[src/rtl/mfm_esc_pkg.sv]
package mfm_esc_pkg;

   localparam logic [7:0] ESC_BYTE = 8'h99;
   localparam logic [7:0] CMD_RAW  = 8'h0F;
   localparam logic [7:0] CMD_CRC  = 8'h04;
   localparam logic [7:0] CMD_STOP = 8'h08;
   localparam logic [7:0] MK_A1    = 8'hA1;
   localparam logic [7:0] MK_C2    = 8'hC2;
   localparam logic [7:0] MK_FE    = 8'hFE;
   localparam logic [7:0] MK_FB    = 8'hFB;
   localparam logic [7:0] MK_FC    = 8'hFC;

   typedef enum logic [2:0] {
      ST_PASS,
      ST_ESC,
      ST_RAW,
      ST_CRC_HI,
      ST_CRC_LO,
      ST_HALT
   } esc_state_e;

   // Shift one byte into a 16-bit CRC, most significant bit first.
   function automatic logic [15:0] crc_msb_step(input logic [15:0] c,
                                                input logic [7:0]  d,
                                                input logic [15:0] poly);
      logic [15:0] r;
      r = c ^ {d, 8'h00};
      for (int i = 0; i < 8; i++)
         r = r[15] ? ((r << 1) ^ poly) : (r << 1);
      return r;
   endfunction

   // Shift one byte into a 16-bit CRC, least significant bit first.
   function automatic logic [15:0] crc_lsb_step(input logic [15:0] c,
                                                input logic [7:0]  d,
                                                input logic [15:0] poly);
      logic [15:0] r;
      logic [15:0] rp;
      for (int i = 0; i < 16; i++)
         rp[i] = poly[15-i];
      r = c ^ {8'h00, d};
      for (int i = 0; i < 8; i++)
         r = r[0] ? ((r >> 1) ^ rp) : (r >> 1);
      return r;
   endfunction

endpackage

[src/rtl/mfm_esc_crc.sv]
module mfm_esc_crc #(
   parameter logic [15:0] POLY      = 16'h1021,
   parameter logic [15:0] INIT      = 16'hFFFF,
   parameter bit          MSB_FIRST = 1'b1
) (
   input  logic        clk,
   input  logic        rst_n,
   input  logic        clear,
   input  logic        preset,
   input  logic        upd,
   input  logic [7:0]  din,
   output logic [15:0] crc_q
);
   import mfm_esc_pkg::*;

   logic [15:0] base;
   logic [15:0] step_val;

   assign base = preset ? INIT : crc_q;

   generate
      if (MSB_FIRST) begin : g_msb
         assign step_val = crc_msb_step(base, din, POLY);
      end else begin : g_lsb
         assign step_val = crc_lsb_step(base, din, POLY);
      end
   endgenerate

   always_ff @(posedge clk or negedge rst_n) begin
      if (!rst_n)
         crc_q <= INIT;
      else if (clear)
         crc_q <= INIT;
      else if (preset || upd)
         crc_q <= step_val;
   end

   // A preset and a plain update never come from the same symbol
   AST_CRC_ONE_SOURCE: assert property (@(posedge clk) disable iff (!rst_n)
      !(preset && upd));

endmodule

[src/rtl/mfm_esc_rawcnt.sv]
module mfm_esc_rawcnt #(
   parameter int RAW_LEN = 512
) (
   input  logic clk,
   input  logic rst_n,
   input  logic clear,
   input  logic load,
   input  logic dec,
   output logic last_one
);
   localparam int CW = $clog2(RAW_LEN + 1);

   generate
      if (RAW_LEN < 1) begin : g_bad_len
         $error("RAW_LEN must be at least 1");
      end
   endgenerate

   logic [CW-1:0] cnt;

   assign last_one = (cnt == CW'(1));

   always_ff @(posedge clk or negedge rst_n) begin
      if (!rst_n)
         cnt <= '0;
      else if (clear)
         cnt <= '0;
      else if (load)
         cnt <= CW'(RAW_LEN);
      else if (dec && cnt != '0)
         cnt <= cnt - CW'(1);
   end

   AST_RAW_BOUND: assert property (@(posedge clk) disable iff (!rst_n)
      cnt <= CW'(RAW_LEN));
   AST_RAW_NO_DEC_EMPTY: assert property (@(posedge clk) disable iff (!rst_n)
      dec |-> cnt != '0);

endmodule

[src/rtl/mfm_esc_ctrl.sv]
module mfm_esc_ctrl (
   input  logic        clk,
   input  logic        rst_n,
   input  logic        sector_start,
   input  logic        in_valid,
   input  logic [7:0]  in_data,
   output logic        in_ready,
   output logic        out_valid,
   output logic [7:0]  out_byte,
   output logic        out_mark,
   output logic        out_last,
   input  logic        out_ready,
   input  logic [15:0] crc_q,
   input  logic        raw_final,
   output logic        crc_clear,
   output logic        crc_preset,
   output logic        crc_upd,
   output logic        raw_clear,
   output logic        raw_load,
   output logic        raw_dec,
   output logic        err_flag
);
   import mfm_esc_pkg::*;

   esc_state_e state, nxt;
   logic emit;
   logic emit_fire;
   logic err_set;
   logic mark_run;

   always_comb begin
      nxt       = state;
      in_ready  = 1'b0;
      out_valid = 1'b0;
      out_byte  = in_data;
      out_mark  = 1'b0;
      out_last  = 1'b0;
      err_set   = 1'b0;
      raw_load  = 1'b0;
      emit      = 1'b0;
      unique case (state)
         ST_PASS: begin
            if (in_data == ESC_BYTE) begin
               in_ready = 1'b1;
               if (in_valid) nxt = ST_ESC;
            end else begin
               emit = 1'b1;
            end
         end
         ST_ESC: begin
            case (in_data)
               ESC_BYTE, MK_FE, MK_FB, MK_FC: begin
                  emit = 1'b1;
                  if (in_valid && out_ready) nxt = ST_PASS;
               end
               MK_A1, MK_C2: begin
                  emit     = 1'b1;
                  out_mark = 1'b1;
                  if (in_valid && out_ready) nxt = ST_PASS;
               end
               CMD_RAW: begin
                  in_ready = 1'b1;
                  if (in_valid) begin
                     raw_load = 1'b1;
                     nxt      = ST_RAW;
                  end
               end
               CMD_CRC: begin
                  in_ready = 1'b1;
                  if (in_valid) nxt = ST_CRC_HI;
               end
               CMD_STOP: begin
                  out_valid = in_valid;
                  in_ready  = out_ready;
                  out_byte  = 8'h00;
                  out_last  = 1'b1;
                  if (in_valid && out_ready) nxt = ST_HALT;
               end
               default: begin
                  in_ready = 1'b1;
                  if (in_valid) begin
                     err_set = 1'b1;
                     nxt     = ST_PASS;
                  end
               end
            endcase
         end
         ST_RAW: begin
            emit = 1'b1;
            if (in_valid && out_ready && raw_final) nxt = ST_PASS;
         end
         ST_CRC_HI: begin
            out_valid = 1'b1;
            out_byte  = crc_q[15:8];
            if (out_ready) nxt = ST_CRC_LO;
         end
         ST_CRC_LO: begin
            out_valid = 1'b1;
            out_byte  = crc_q[7:0];
            if (out_ready) nxt = ST_PASS;
         end
         ST_HALT: begin
            in_ready = 1'b1;
         end
         default: nxt = ST_PASS;
      endcase
      if (emit) begin
         out_valid = in_valid;
         in_ready  = out_ready;
      end
   end

   assign emit_fire  = emit && in_valid && out_ready;
   assign crc_preset = emit_fire && out_mark && (in_data == MK_A1) && !mark_run;
   assign crc_upd    = emit_fire && !crc_preset;
   assign raw_dec    = emit_fire && (state == ST_RAW);
   assign crc_clear  = sector_start;
   assign raw_clear  = sector_start;

   always_ff @(posedge clk or negedge rst_n) begin
      if (!rst_n) begin
         state    <= ST_PASS;
         err_flag <= 1'b0;
         mark_run <= 1'b0;
      end else if (sector_start) begin
         state    <= ST_PASS;
         err_flag <= 1'b0;
         mark_run <= 1'b0;
      end else begin
         state <= nxt;
         if (err_set) err_flag <= 1'b1;
         if (emit_fire) mark_run <= out_mark && (in_data == MK_A1);
      end
   end

   AST_ERR_FROM_ESC: assert property (@(posedge clk) disable iff (!rst_n)
      $rose(err_flag) |-> $past(state) == ST_ESC);
   AST_CRC_LO_FOLLOWS: assert property (@(posedge clk) disable iff (!rst_n)
      (state == ST_CRC_HI && out_ready && !sector_start) |=> state == ST_CRC_LO);
   AST_RAW_ENTRY: assert property (@(posedge clk) disable iff (!rst_n)
      (state != ST_RAW && !sector_start && $past(state) != ST_RAW && raw_load)
      |=> state == ST_RAW);

endmodule

[src/rtl/mfm_esc_interp.sv]
module mfm_esc_interp #(
   parameter int          RAW_LEN       = 512,
   parameter logic [15:0] CRC_POLY      = 16'h1021,
   parameter logic [15:0] CRC_INIT      = 16'hFFFF,
   parameter bit          CRC_MSB_FIRST = 1'b1
) (
   input  logic       clk,
   input  logic       rst_n,
   input  logic       sector_start,
   input  logic       in_valid,
   input  logic [7:0] in_data,
   output logic       in_ready,
   output logic       out_valid,
   output logic [7:0] out_byte,
   output logic       out_mark,
   output logic       out_last,
   input  logic       out_ready,
   output logic       err_flag
);
   import mfm_esc_pkg::*;

   logic [15:0] crc_q;
   logic        raw_final;
   logic        crc_clear, crc_preset, crc_upd;
   logic        raw_clear, raw_load, raw_dec;

   mfm_esc_ctrl u_ctrl (
      .clk          (clk),
      .rst_n        (rst_n),
      .sector_start (sector_start),
      .in_valid     (in_valid),
      .in_data      (in_data),
      .in_ready     (in_ready),
      .out_valid    (out_valid),
      .out_byte     (out_byte),
      .out_mark     (out_mark),
      .out_last     (out_last),
      .out_ready    (out_ready),
      .crc_q        (crc_q),
      .raw_final    (raw_final),
      .crc_clear    (crc_clear),
      .crc_preset   (crc_preset),
      .crc_upd      (crc_upd),
      .raw_clear    (raw_clear),
      .raw_load     (raw_load),
      .raw_dec      (raw_dec),
      .err_flag     (err_flag)
   );

   mfm_esc_crc #(
      .POLY      (CRC_POLY),
      .INIT      (CRC_INIT),
      .MSB_FIRST (CRC_MSB_FIRST)
   ) u_crc (
      .clk    (clk),
      .rst_n  (rst_n),
      .clear  (crc_clear),
      .preset (crc_preset),
      .upd    (crc_upd),
      .din    (in_data),
      .crc_q  (crc_q)
   );

   mfm_esc_rawcnt #(
      .RAW_LEN (RAW_LEN)
   ) u_raw (
      .clk      (clk),
      .rst_n    (rst_n),
      .clear    (raw_clear),
      .load     (raw_load),
      .dec      (raw_dec),
      .last_one (raw_final)
   );

   AST_MARK_BYTE: assert property (@(posedge clk) disable iff (!rst_n)
      (out_valid && out_mark) |-> (out_byte == MK_A1 || out_byte == MK_C2));
   AST_OUT_HOLD: assert property (@(posedge clk) disable iff (!rst_n)
      (out_valid && !out_ready && in_valid && !sector_start)
      |=> (out_valid && $stable(out_byte)));
   AST_STOP_SILENT: assert property (@(posedge clk) disable iff (!rst_n)
      (out_valid && out_ready && out_last && !sector_start) |=> !out_valid);

endmodule

[config.mk]
export PLATFORM = sky130hd
export DESIGN_NAME = mfm_esc_interp
export DESIGN_NICKNAME = d
export VERILOG_FILES = /design/src/rtl/mfm_esc_pkg.sv /design/src/rtl/mfm_esc_crc.sv /design/src/rtl/mfm_esc_rawcnt.sv /design/src/rtl/mfm_esc_ctrl.sv /design/src/rtl/mfm_esc_interp.sv
export SDC_FILE = /design/constraint.sdc
export NUM_CORES = 1
export LEC_CHECK = 0
export BUFFER_PORTS_ARGS = -buffer_cell sky130_fd_sc_hd__buf_4
export CAP_MARGIN = 20
export CORE_MARGIN = 2
export CORE_UTILIZATION = 45
export DETAILED_ROUTE_END_ITERATION = 6
export SETUP_SLACK_MARGIN = 0.15
export SLEW_MARGIN = 40
export SYNTH_ARGS = -nofsm -noshare
export SYNTH_HDL_FRONTEND = slang
export SYNTH_HIERARCHICAL = 1
export SYNTH_SLANG_ARGS = --single-unit
[constraint.sdc]
create_clock -name clk -period 4.6 [get_ports clk]
set_input_delay 0.46 -clock clk [delete_from_list [all_inputs] [get_ports clk]]
set_output_delay 0.46 -clock clk [all_outputs]
set_load 0.05 [all_outputs]
# ---- Yosys cells after proc, flatten, opt, wreduce, memory -nomap -nowiden
# Cells that the tools add are included.
dict set report totals {
  regBits 31
  latch_bits 0
  ram_bits 0
  mem_bits_ro 0
  inputBits 13
  out_inout_bits 13
  wordCells 118
  n_memories 0
}
dict set report op_classes {
  n_addsub 1
  mul 0
  n_div 0
  n_lt_le_gt_ge 0
  n_eq_ne 26
  shifts 0
  n_mux 52
  bitwise_logic 9
  n_reduce_logical 25
}
# operator count
set op_table {}
lappend op_table {{13-bit two-way mux} 8}
lappend op_table {{8-bit equality test, second input constant} 6}
lappend op_table {{16-bit two-way mux} 3}
lappend op_table {{3-bit two-way mux} 11}
lappend op_table {{10-bit two-way mux} 3}
lappend op_table {{3-bit NOT} 8}
lappend op_table {{8-bit one-hot mux with 3 select lines} 1}
lappend op_table {{1-bit two-way mux} 19}
lappend op_table {{3-bit one-hot mux with 6 select lines} 1}
lappend op_table {{8-bit by 4-bit equality test with 1-bit output, second input constant} 2}
lappend op_table {{16-bit bitwise XOR} 1}
lappend op_table {{3-bit one-hot mux with 4 select lines} 1}
lappend op_table {{1-bit logical AND} 11}
lappend op_table {{11-bit AND reduction} 1}
lappend op_table {{10-bit by 1-bit equality test with 1-bit output, second input constant} 1}
lappend op_table {{10-bit nonzero test} 1}
lappend op_table {{10-bit by 1-bit subtractor with 10-bit output, second input constant} 1}
lappend op_table {{3-bit != test, second input constant} 3}
lappend op_table {{9-bit OR reduction} 1}
lappend op_table {{8-bit by 3-bit equality test with 1-bit output, second input constant} 1}
lappend op_table {{8-bit two-way mux} 1}
lappend op_table {{4-bit by 3-bit != test with 1-bit output, second input constant} 2}
lappend op_table {{4-bit != test, second input constant} 2}
lappend op_table {{3-bit by 2-bit equality test with 1-bit output, second input constant} 2}
lappend op_table {{14 further kinds} 22}

# ---- Logic depth before layout (Yosys ltp)
# Gate-level depths: netlist (run 1).
dict set report logic_depth {
  ltp_word 29
  depth_mapped 12
  ltp_nobuf 9
}

# ---- Modules after synthesis
# Netlist (run 1), hierarchy kept.
# module n_inst cells_each area_per_inst_um2 seq_area_each_um2
set modules_own_cells {}
lappend modules_own_cells {mfm_esc_crc 1 141 1208.7 420.4}
lappend modules_own_cells {mfm_esc_ctrl 1 141 1022.2 125.1}
lappend modules_own_cells {mfm_esc_rawcnt 1 71 621.8 250.2}

# ---- Worst setup path after synthesis (run 1)
# OpenSTA, ideal clock, no wires.
dict set report synth_path {
  path_kind {input-to-output}
  start {input port in_data[5]}
  end {output port in_ready}
  arrival_ns 2.639
  t_required_ns 4.140
  setup_slack_ns 1.501
  stages 6
  path_buffers 1
  path_cell_list {buf_6 and4bb_4 nand4_4 and4_4 o31a_2 o21ai_0}
}
dict set report synth_via {
  elab_chain_len 5
  word_cells_on_any_way 15
  classes_between {7 x eq/ne; 7 x mux; 1 x reduce/logical}
}
# element line
set synth_rtl {}
lappend synth_rtl {{start: declaration} mfm_esc_interp.sv:11} ;# input logic [7:0] in_data,
lappend synth_rtl {{8-bit equality test, on equally long branches} {mfm_esc_ctrl.sv:51, mfm_esc_ctrl.sv:43}}
lappend synth_rtl {{6-bit OR reduction (no line)} -}
lappend synth_rtl {{1-bit one-hot mux with 2 select lines / 1-bit two-way mux (equally long branches)} mfm_esc_ctrl.sv:51} ;# case (in_data)
lappend synth_rtl {{1-bit one-hot mux with 3 select lines} mfm_esc_ctrl.sv:41} ;# unique case (state)
lappend synth_rtl {{1-bit two-way mux (*)} mfm_esc_ctrl.sv:107} ;# if (emit) begin
lappend synth_rtl {{end: declaration} mfm_esc_interp.sv:12} ;# output logic in_ready,
# Mark *: on every way between the ends. The rest lies on a longest branch, timed or not.

# ---- Worst setup path in the final report (run 1)
dict set report layout_path {
  start {register u_ctrl.state[0]}
  end {register u_crc.crc_q[12]}
}
dict set report layout_via {
  elab_chain_len 21
  word_cells_on_any_way 29
  classes_between {2 x eq/ne; 13 x mux; 4 x bitwise; 10 x reduce/logical}
}
# element line
set layout_rtl {}
lappend layout_rtl {{start: declaration} mfm_esc_ctrl.sv:25} ;# esc_state_e state, nxt;
lappend layout_rtl {{start signal: assignment} mfm_esc_ctrl.sv:130} ;# state <= nxt;
lappend layout_rtl {{3-bit by 2-bit equality test with 1-bit output (tied with other cells)} mfm_esc_ctrl.sv:41}
lappend layout_rtl {{1-bit one-hot mux with 3 select lines} mfm_esc_ctrl.sv:41}
lappend layout_rtl {{1-bit logical AND (2 in a row)} mfm_esc_ctrl.sv:113} ;# assign emit_fire = emit && in_valid && out_ready;
lappend layout_rtl {{1-bit logical AND (*) (3 in a row)} mfm_esc_ctrl.sv:114} ;# assign crc_preset = emit_fire && out_mark && (in_data == MK_A1) && !mark_run;
lappend layout_rtl {{named net crc_preset} mfm_esc_interp.sv:24} ;# logic crc_clear, crc_preset, crc_upd;
lappend layout_rtl {{16-bit two-way mux} mfm_esc_crc.sv:19} ;# assign base = preset ? INIT : crc_q;
lappend layout_rtl {{16-bit bitwise XOR} mfm_esc_pkg.sv:27} ;# r = c ^ {d, 8'h00};
lappend layout_rtl {{3-bit NOT (no line)} -}
lappend layout_rtl {{13-bit two-way mux (7 in a row)} mfm_esc_pkg.sv:29} ;# r = r[15] ? ((r << 1) ^ poly) : (r << 1);
lappend layout_rtl {{3-bit NOT (no line)} -}
lappend layout_rtl {{13-bit two-way mux} mfm_esc_pkg.sv:29}
lappend layout_rtl {{16-bit two-way mux} mfm_esc_crc.sv:34} ;# else if (preset || upd)
lappend layout_rtl {{16-bit two-way mux} mfm_esc_crc.sv:32} ;# else if (clear)
lappend layout_rtl {{end signal: assignment} mfm_esc_crc.sv:35} ;# crc_q <= step_val;
lappend layout_rtl {{end: declaration} mfm_esc_crc.sv:12} ;# output logic [15:0] crc_q
# The timed path passes the listed nets; every way through them passes the cells marked *. The select of a mux whose other input is x is not followed.
# A chain may end at the register's enable or synchronous reset.

==> results.cfg, run 1 <==
[logic_synthesis]
synth_edf_count = 0
synth_seq_area_share_pct = 27.89
synthFlopType = dfstp_2
syn_nets = 368
synthCells = 353
yosysWarnings = 6
syn_area_per_cell_um2 = 8.081
async_reset_ff_share_pct = 100.0
synth_cell_types = 74
synth_seq_cells = 31
netlist_area_um2 = 2853

[detailed_routing]
wirelength_um = 7472
vias = 2740
firstDrtPassIters = 4
drcViolationCount = 0
first_iter_violations = 224
wl_per_cell_um = 17.06
avgViaCountPerCell = 6.256
ant_nets = 0

[cts]
clockBufferDepth = 2
cts-resized-gates = 0
cts_sinks = 31
cts_tree = built
postCtsSetupRepairBufs = 0
clkTransAtPathRegs_ns = 0.07
cts_hold_buffers = 0
cts_buffers = 5
htreeDepth = 2
clk_latency_ns = 0.29
cts_root_buf = clkbuf_8

[grt]
grt_usage_pct = 22.22
grt_max_degree = 36
grt_pass1_vias = 2506
antenna_found_initial = 0
grt_pass1_wl_um = 12810
grt-ovfl-total = 0

[pwr]
leakage_nw = 1.197
p_per_area_nw_per_um2 = 267.4
ir_drop_uv = 122.5

[timing]
drv_slew = 0
slew_headroom_pct = 56.32
fin_skew_ns = 0.008821
fmax_mhz = 297.4
worstMarginPinSlew_ns = 0.6552
tns_ns = 0
rsz0062_at_grt = no
setup_viol = 0
fin_crit_sh_pct = 73.10
layout_min_cycle_time_ns = 3.362
final-hold-violation-count = 0

[worst_setup_path]
cp-start-kind = flop
required_ns = 4.81
critPathArrivalTime_ns = 3.57
endpoint_kind = flop
criticalPathCategory = flop to flop
cp_max_fo = 35

[floorplanning]
die_area_um2 = 6992
rows = 29
core_area_um2 = 6241
dieHeight_um = 83.62
io_pins = 26
start_util_pct = 45.71
dieWidth_um = 83.62

[placed_design]
placed_cell_area_um2 = 2984
io_buffers = 25
dpl.hpwl_um = 5202
gp_congestion = 0.8257

[cells_and_area]
layout.nets = 375
antenna_cells = 0
syn_to_final_growth_pct = 8.728
layout-drive-gt1-share_pct = 21.05
final_util_pct = 49.70
post-route-cell-area_um2 = 3102

[outcome]
status = finished clean

[job]
max-cap-violations = 0

[min_path]
hp-class = input pin to asynchronous set/reset pin
## registers in the layout, indices dropped and copies added, names as in the netlist
register and flops:
u_ctrl/err_flag 1, u_ctrl/mark_run 1, u_crc/crc_q 16, u_ctrl/state 3, u_raw/cnt 10
## kinds of logic after synthesis
kind of cell,Yosys count,synth area share (%)
XOR/XNOR,18,5.526
AND/OR/NAND/NOR,148,30.66
flip-flops,31,27.89
adder cells (fa/ha/maj),2,0.8771
multiplexers,6,2.368
buffers and inverters,40,7.587
AO/OA/AOI/OAI,108,25.09
## Yosys cell counts (all sizes together) (2+ instances only)
cell type,instances,area [um2]
nor2,36,135.1
a21oi,32,163.9
o21ai,20,100.1
nor3,19,95.09
dfstp,16,420.4
nand2,16,60.06
dfrtp,15,375.4
clkbuf,14,53.80
xnor2,14,122.6
buf,13,113.9
inv,13,48.80
nand3,13,65.06
or3,12,80.08
o22ai,11,68.82
and3,8,51.30
and2,6,38.79
a211o,5,43.79
a211oi,5,37.54
a31oi,5,31.28
nand2b,5,31.28
nor2b,5,31.28
a2111oi,4,35.03
nand4,4,40.04
or2,4,25.02
xor2,4,35.03
and4,3,30.03
mux2,3,37.53
mux2i,3,30.03
nor4,3,48.80
o21a,3,22.52
o21bai,3,22.52
o311ai,3,33.79
and4bb,2,28.78
ha,2,25.02
nand3b,2,15.01
nand4bb,2,22.52
nor3b,2,15.01
o211ai,2,15.01
o31a,2,18.77
or3b,2,17.52
## report_power, final
group	switching (mW)	leakage [nW]	total, mW	internal [mW]
Combinational	0.125	0.758	0.210	0.0859
Sequential	0.0286	0.378	0.333	0.304
Clock	0.111	0.0612	0.286	0.175
Total	0.264	1.20	0.830	0.566
## worst max-delay path, cell delays in order (launching register included)
cell and delay (ns):
dfrtp_1 0.76, or3b_2 0.60, nor2_1 0.26, nand4_1 0.18
nor2_1 0.14, and2_1 0.14, buf_4 0.31, o21ai_0 0.27
a211o_1 0.31, a311o_1 0.30
## cells in the final DEF, fill, tap and decap left out, types with 3 or more instances in the layout
cell type and n:
a2111oi_0 4, a211o_1 5, a211oi_1 5, a21oi_1 31, a31oi_1 5, and2_1 5
and3_1 7, buf_4 27, clkbuf_8 6, dfrtp_1 15, dfstp_2 16, inv_1 13
mux2i_1 3, nand2_1 16, nand2b_1 5, nand3_1 13, nand4_1 3, nor2_1 36
nor2b_1 5, nor3_1 19, o21a_1 3, o21ai_0 20, o21bai_1 3, o22ai_1 11
or2_2 4, or3_1 11, xnor2_1 14, xor2_1 4
## worst paths after layout
check,cells after the start,endpoint,startpoint,slack (ns)
setup / recovery,9,u_crc/crc_q[12],u_ctrl/state[0],1.24
hold / removal,1,u_raw/cnt[8],rst_n,0.1
setup reg to reg,9,u_crc/crc_q[12],u_ctrl/state[0],1.24
hold reg to reg,1,u_ctrl/mark_run,u_ctrl/mark_run,0.52
max in group asynchronous,1,u_crc/crc_q[5],rst_n,4.15
min in group clk,1,u_ctrl/mark_run,u_ctrl/mark_run,0.52
## per-stage QoR
step / std cells / worst slack [ns] / power [mW] / hold WS, ns
after global placement: 430 / 1.429 / 0.5435 / 0.4306
final: 438 / 1.238 / 0.8295 / 0.09918
after CTS: 438 / 1.295 / 0.8369 / 0.1173
after detailed placement: 430 / 1.324 / 0.5463 / 0.4361
after floorplan: 353 / 1.501 / 0.4856 / 0.1644
after global routing: 438 / 0.8649 / 0.8770 / 0.1307
## final cells by class
| class | count | area [um2] |
|---|---|---|
| Multi-Input combinational cell | 282 | 1841 |
| Inverter | 13 | 48.80 |
| Clock buffer | 6 | 82.58 |
| Fill cell | 610 | 3139 |
| Timing Repair Buffer | 27 | 202.7 |
| Tap cell | 77 | 96.34 |
| Clock inverter | 2 | 35.03 |
| Sequential cell | 31 | 795.8 |
## layer usage
layer,vias up,track usage [%],share of wire [%],wire (um)
met5,-,0,0,0
met4,0,7.331,1.2,93
met3,9,3.561,5.8,435
met2,91,32.95,45,3351
met1,1316,32.92,48,3591
li1,1324,-,-,-
No activity file was read; power rests on OpenSTA's default activity.
==> run 2: changes to the inputs <==
Clock period 4.6 ns to 3.1 ns, I/O delays scaled along.
==> run 2 against run 1 <==
  * Register-to-register slack worse by 0.84 ns
  * Clock skew is 0.0045 ns lower
  * Worst setup slack worse by 0.84 ns
  * Power is 37% higher
  * Sequential share of layout area is 0.24 points lower
  * Critical path type unchanged
  * Highest routed layer unchanged
==> results.cfg, run 2 (same netlist as run 1, synthesis figures left out) <==
[outcome]
status = finished clean

[floorplanning]
io_pins = 26
core_area_um2 = 6241
dieHeight_um = 83.62
die_area_um2 = 6992
dieWidth_um = 83.62
start_util_pct = 45.71
rows = 29

[worst_setup_path]
required_ns = 3.28
criticalPathCategory = flop to flop
endpoint_kind = flop
cp_max_fo = 35
critPathArrivalTime_ns = 2.88
cp-start-kind = flop

[cells_and_area]
syn_to_final_growth_pct = 9.737
largest_register_ffs = 16
regArea_um2 = 795.8
reg_top3 = u_crc/crc_q x16, u_raw/cnt x10, u_ctrl/state x3
final_common_cell = nor2_1
layout.nets = 381
final_cell_mix = nor2_1, buf_4, a21oi_1, o21ai_0, nor3_1
multi_input_area_um2 = 1847
regMostFlops = u_crc/crc_q
antenna_cells = 0
fillCellCount = 604
layout-drive-gt1-share_pct = 22.34
post-route-cell-area_um2 = 3131

[timing]
fmax_mhz = 369.9
fin_crit_sh_pct = 87.21
setup_viol = 0
layout_min_cycle_time_ns = 2.703
fin_skew_ns = 0.004349
tns_ns = 0
drv_slew = 0
rsz0062_at_grt = no
worstMarginPinSlew_ns = 0.6402
final-hold-violation-count = 0
slew_headroom_pct = 57.32

[placed_design]
dpl.hpwl_um = 5118
gp_congestion = 0.8102
io_buffers = 25
placed_cell_area_um2 = 3022

[cts]
clk_latency_ns = 0.29
clockBufferDepth = 2
cts_tree = built
cts_root_buf = clkbuf_8
htreeDepth = 2
cts_sinks = 31
cts_buffers = 5
clkTransAtPathRegs_ns = 0.07

[detailed_routing]
firstDrtPassIters = 5
wirelength_um = 7477
ant_nets = 0
first_iter_violations = 166
avgViaCountPerCell = 6.245
drcViolationCount = 0
vias = 2773
wl_per_cell_um = 16.84

[pwr]
leakage_nw = 1.207
power.internal_mw = 0.7368
ir_drop_uv = 298.4
pwr-share-comb_pct = 27.9
sw_frac_of_total_pct = 35.09
seqPwrFrac_pct = 43.4
p_per_area_nw_per_um2 = 362.6
net-switching-power_mw = 0.3983
clockPowerShare_pct = 28.7

[grt]
grt_usage_pct = 21.87
grt-ovfl-total = 0
antenna_found_initial = 0
grt_pass1_wl_um = 12620
grt_pass1_vias = 2535
grt_max_degree = 36

[job]
max-cap-violations = 0

[min_path]
hp-class = input pin to flop
[run 2: area by class of cell]
type / count / share of cell area (%)
well taps: 77 / 3.078
multi-input cells: 282 / 58.99
clock buffers: 5 / 2.198
repair buffers: 33 / 8.114
inverters: 13 / 1.559
clock inverters: 3 / 0.6395
flip-flops and latches: 31 / 25.42
[run 2: per-layer routing]
| metal | global-route usage [%] | part of all wire (%) | vias to the layer above |
|---|---|---|---|
| li1 | - | - | 1333 |
| met1 | 30.43 | 46 | 1310 |
| met2 | 35.49 | 46 | 116 |
| met3 | 3.462 | 6.2 | 14 |
| met4 | 5.718 | 1.6 | 0 |
| met5 | 0 | 0 | - |
[run 2: power groups by stage]
stage	clock (mW)	sequential, mW	combinational [mW]
finish	0.326	0.493	0.316
detailed placement	0	0.500	0.310
global placement	0	0.499	0.308
CTS	0.336	0.493	0.312
global route	0.355	0.497	0.350
floorplan	0	0.480	0.241
[run 2: path summary, 6_finish.rpt]
check / endpoint / startpoint / slack [ns] / cells past startpoint
setup / recovery: u_crc/crc_q[14] / u_ctrl/state[1] / 0.40 / 9
hold / removal: u_crc/crc_q[9] / in_data[4] / 0.38 / 3
setup reg to reg: u_crc/crc_q[14] / u_ctrl/state[1] / 0.40 / 9
hold reg to reg: u_ctrl/err_flag / u_ctrl/err_flag / 0.51 / 2
max in group asynchronous: u_crc/crc_q[4] / rst_n / 2.27 / 2
min in group asynchronous: u_ctrl/mark_run / rst_n / 0.50 / 2
[run 2: what timing repair did]
item	CTS	global route
hold buffers	1	0
setup endpoints to repair	0	4
buffers inserted	0	0
hold endpoints to repair	15	0
gates resized for setup	0	4
[run 2: per-stage QoR]
stage	hold WS [ns]	total power, mW	instances	util, %	setup slack, ns
after floorplan	0.01441	0.7206	353	-	0.3006
after global placement	0.2818	0.8068	435	48.42	0.4036
after detailed placement	0.2841	0.8095	435	48.42	0.3693
after CTS	0.3828	1.140	444	50.00	0.3430
after global routing	0.4214	1.202	444	50.16	0.2248
final	0.3843	1.135	444	50.16	0.3966
[run 2: worst max-delay path, cell delays in order, from the launching register on]
cell and delay, ns:
dfrtp_1 0.37, or3b_2 0.57, nor2_1 0.18, nand4_1 0.14
nor2_1 0.13, and2_1 0.15, buf_6 0.24, o21ai_0 0.24
and2_1 0.20, o311ai_1 0.35
==> run 3: changes to the inputs <==
Settings changed: ABC_AREA set to 1.
==> run 3 against run 2 <==
  * Sequential power is 11% higher
  * Final cell count is 27% higher
  * Flip-flop and latch count unchanged
==> results.cfg, run 3 <==
[detailed_routing]
ant_nets = 0
drcViolationCount = 0
firstDrtPassIters = 5
wirelength_um = 7779
vias = 2963
first_iter_violations = 264
wl_per_cell_um = 13.82
avgViaCountPerCell = 5.263

[cells_and_area]
fillCellCount = 633
final_common_cell = nand2_1
reg_top3 = u_crc/crc_q x16, u_raw/cnt x10, u_ctrl/state x3
layout-drive-gt1-share_pct = 23.05
layout.nets = 500
regMostFlops = u_crc/crc_q
syn_to_final_growth_pct = 12.79
post-route-cell-area_um2 = 3232
antenna_cells = 0
largest_register_ffs = 16
final_cell_mix = nand2_1, nor2_1, inv_1, nand3_1, buf_4

[timing]
setup_viol = 0
fin_skew_ns = 0.003061
fin_crit_sh_pct = 83.66
rsz0062_at_grt = no
fmax_mhz = 385.6
slew_headroom_pct = 65.24
tns_ns = 0
worstMarginPinSlew_ns = 0.5208
drv_slew = 0
final-hold-violation-count = 0
layout_min_cycle_time_ns = 2.593
worst_hold_slack_ns = 0.3679

[placed_design]
dpl.hpwl_um = 5988
placed_cell_area_um2 = 3141
gp_congestion = 0.9247
io_buffers = 25

[logic_synthesis]
synth_area_leaders = nand2_1, dfstp_2, dfrtp_1, inv_1, nor2_1
synth_cell_types = 36
synth_seq_cells = 31
syn_area_per_cell_um2 = 6.339
synthFlopType = dfstp_2
yosysWarnings = 6
synthTopCellsByCount = nand2_1, inv_1, nor2_1
syn_nets = 467
async_reset_ff_share_pct = 100.0
synth_top_area_share_pct = 17.03
synth_seq_area_share_pct = 27.77
netlist_area_um2 = 2865
yosysTopAreaCell = nand2_1
synthCells = 452
synth_most_common_cell = nand2_1
synth_edf_count = 0

[worst_setup_path]
cp-startpoint = u_ctrl/state[2]
cp_max_fo = 10
endpoint_kind = flop
cp-start-kind = flop
cp-endpoint = u_crc/crc_q[7]
rrSetupSlack_ns = 0.51
critPathArrivalTime_ns = 2.81
rr_endpoint = u_crc/crc_q[7]
criticalPathCategory = flop to flop
required_ns = 3.32
r2r-start = u_ctrl/state[2]
rr_worst_depth = 14

[pwr]
p_per_area_nw_per_um2 = 464.5
leakage_nw = 1.654
seqPwrFrac_pct = 36.5
pwr-share-comb_pct = 42.5
power.internal_mw = 0.8479
ir_drop_uv = 261.2
sw_frac_of_total_pct = 43.52
net-switching-power_mw = 0.6534
clockPowerShare_pct = 20.9
power_mw = 1.501

[cts]
clkTransAtPathRegs_ns = 0.07
cts_tree = built
cts_root_buf = clkbuf_8
cts_sinks = 31
cts-resized-gates = 0
htreeDepth = 2
clockBufferDepth = 2
clk_latency_ns = 0.28
cts_buffers = 5

[grt]
grt-ovfl-total = 0
grt_max_degree = 32
grt_pass1_wl_um = 12970
antenna_found_initial = 0
grt_pass1_vias = 2696
grt_usage_pct = 22.97

[floorplanning]
io_pins = 26
dieHeight_um = 83.80
core_area_um2 = 6241
rows = 29
die_area_um2 = 7022
dieWidth_um = 83.80
start_util_pct = 45.91

[outcome]
status = finished clean

[job]
max-cap-violations = 0

[min_path]
hp-class = input pin to flop
==> run 3: logic make-up (layout without fill, tap and decap cells) <==
| group | Yosys count | after routing | synth area share, % |
|---|---|---|---|
| fa+ha+maj | 2 | 2 | 0.8732 |
| flops | 31 | 31 | 27.77 |
| simple gates | 287 | 287 | 47.73 |
| buf+inv | 80 | 114 | 12.01 |
| compound gates | 52 | 52 | 11.62 |
==> run 3: worst max-delay path, stage by stage, from the launching register on <==
cell and delay, ns:
dfrtp_1 0.43, inv_1 0.12, nand2_2 0.08, nor2_4 0.15
inv_2 0.11, o21ai_2 0.23, nand2_1 0.14, nor3_4 0.34
buf_4 0.28, o21ai_1 0.09, nand2_1 0.09, nand2_1 0.11
a21oi_1 0.17, nor2_1 0.07, nor2_1 0.10
==> run 3: metal layers <==
metal	global-route usage [%]	wire length (um)	vias up
li1	-	-	1507
met3	4.055	631	7
met2	33.96	3319	119
met5	0	0	-
met4	6.452	80	0
met1	34.35	3748	1330
==> run 3: area by class of cell <==
| class | instances | area, um2 | share of cell area (%) |
|---|---|---|---|
| clock inverter | 1 | 5.005 | 0.1549 |
| tap | 77 | 96.34 | 2.981 |
| inverter | 73 | 276.5 | 8.556 |
| clock buffer | 7 | 76.32 | 2.362 |
| multi-input combinational | 341 | 1732 | 53.58 |
| timing repair buffer | 33 | 250.2 | 7.743 |
| sequential | 31 | 795.8 | 24.62 |
==> run 3: worst min-delay path by stage <==
stage	startpoint	slack [ns]	end	depth (start not counted)
finish	sector_start	0.37	u_ctrl/err_flag	2
global route	sector_start	0.38	u_ctrl/err_flag	2
CTS	sector_start	0.36	u_ctrl/err_flag	2
detailed placement	rst_n	0.28	u_raw/cnt[8]	1
global placement	rst_n	0.28	u_raw/cnt[8]	1
floorplan	rst_n	0.01	u_ctrl/err_flag	0
==> run 3: through the flow <==
| stage | setup WS, ns | std cells | util (%) |
|---|---|---|---|
| detailed placement | 0.4487 | 554 | 50.32 |
| global route | 0.2207 | 563 | 51.78 |
| finish | 0.5067 | 563 | 51.78 |
| CTS | 0.5253 | 563 | 51.78 |
| floorplan | 0.5712 | 452 | - |
| global placement | 0.4739 | 554 | 50.32 |
==> run 3: power by group through the flow <==
stage               registers (mW)  logic (mW)  clock network, mW
global placement             0.554       0.631                  0
floorplan                    0.541       0.471                  0
detailed placement           0.554       0.632                  0
global route                 0.556       0.716              0.347
CTS                          0.547       0.635              0.328
finish                       0.549       0.638              0.314
==> run 3: what timing repair did <==
action,4_1_cts,5_1_grt
setup buffers,0,0
hold endpoints to repair,15,0
hold buffers,1,0
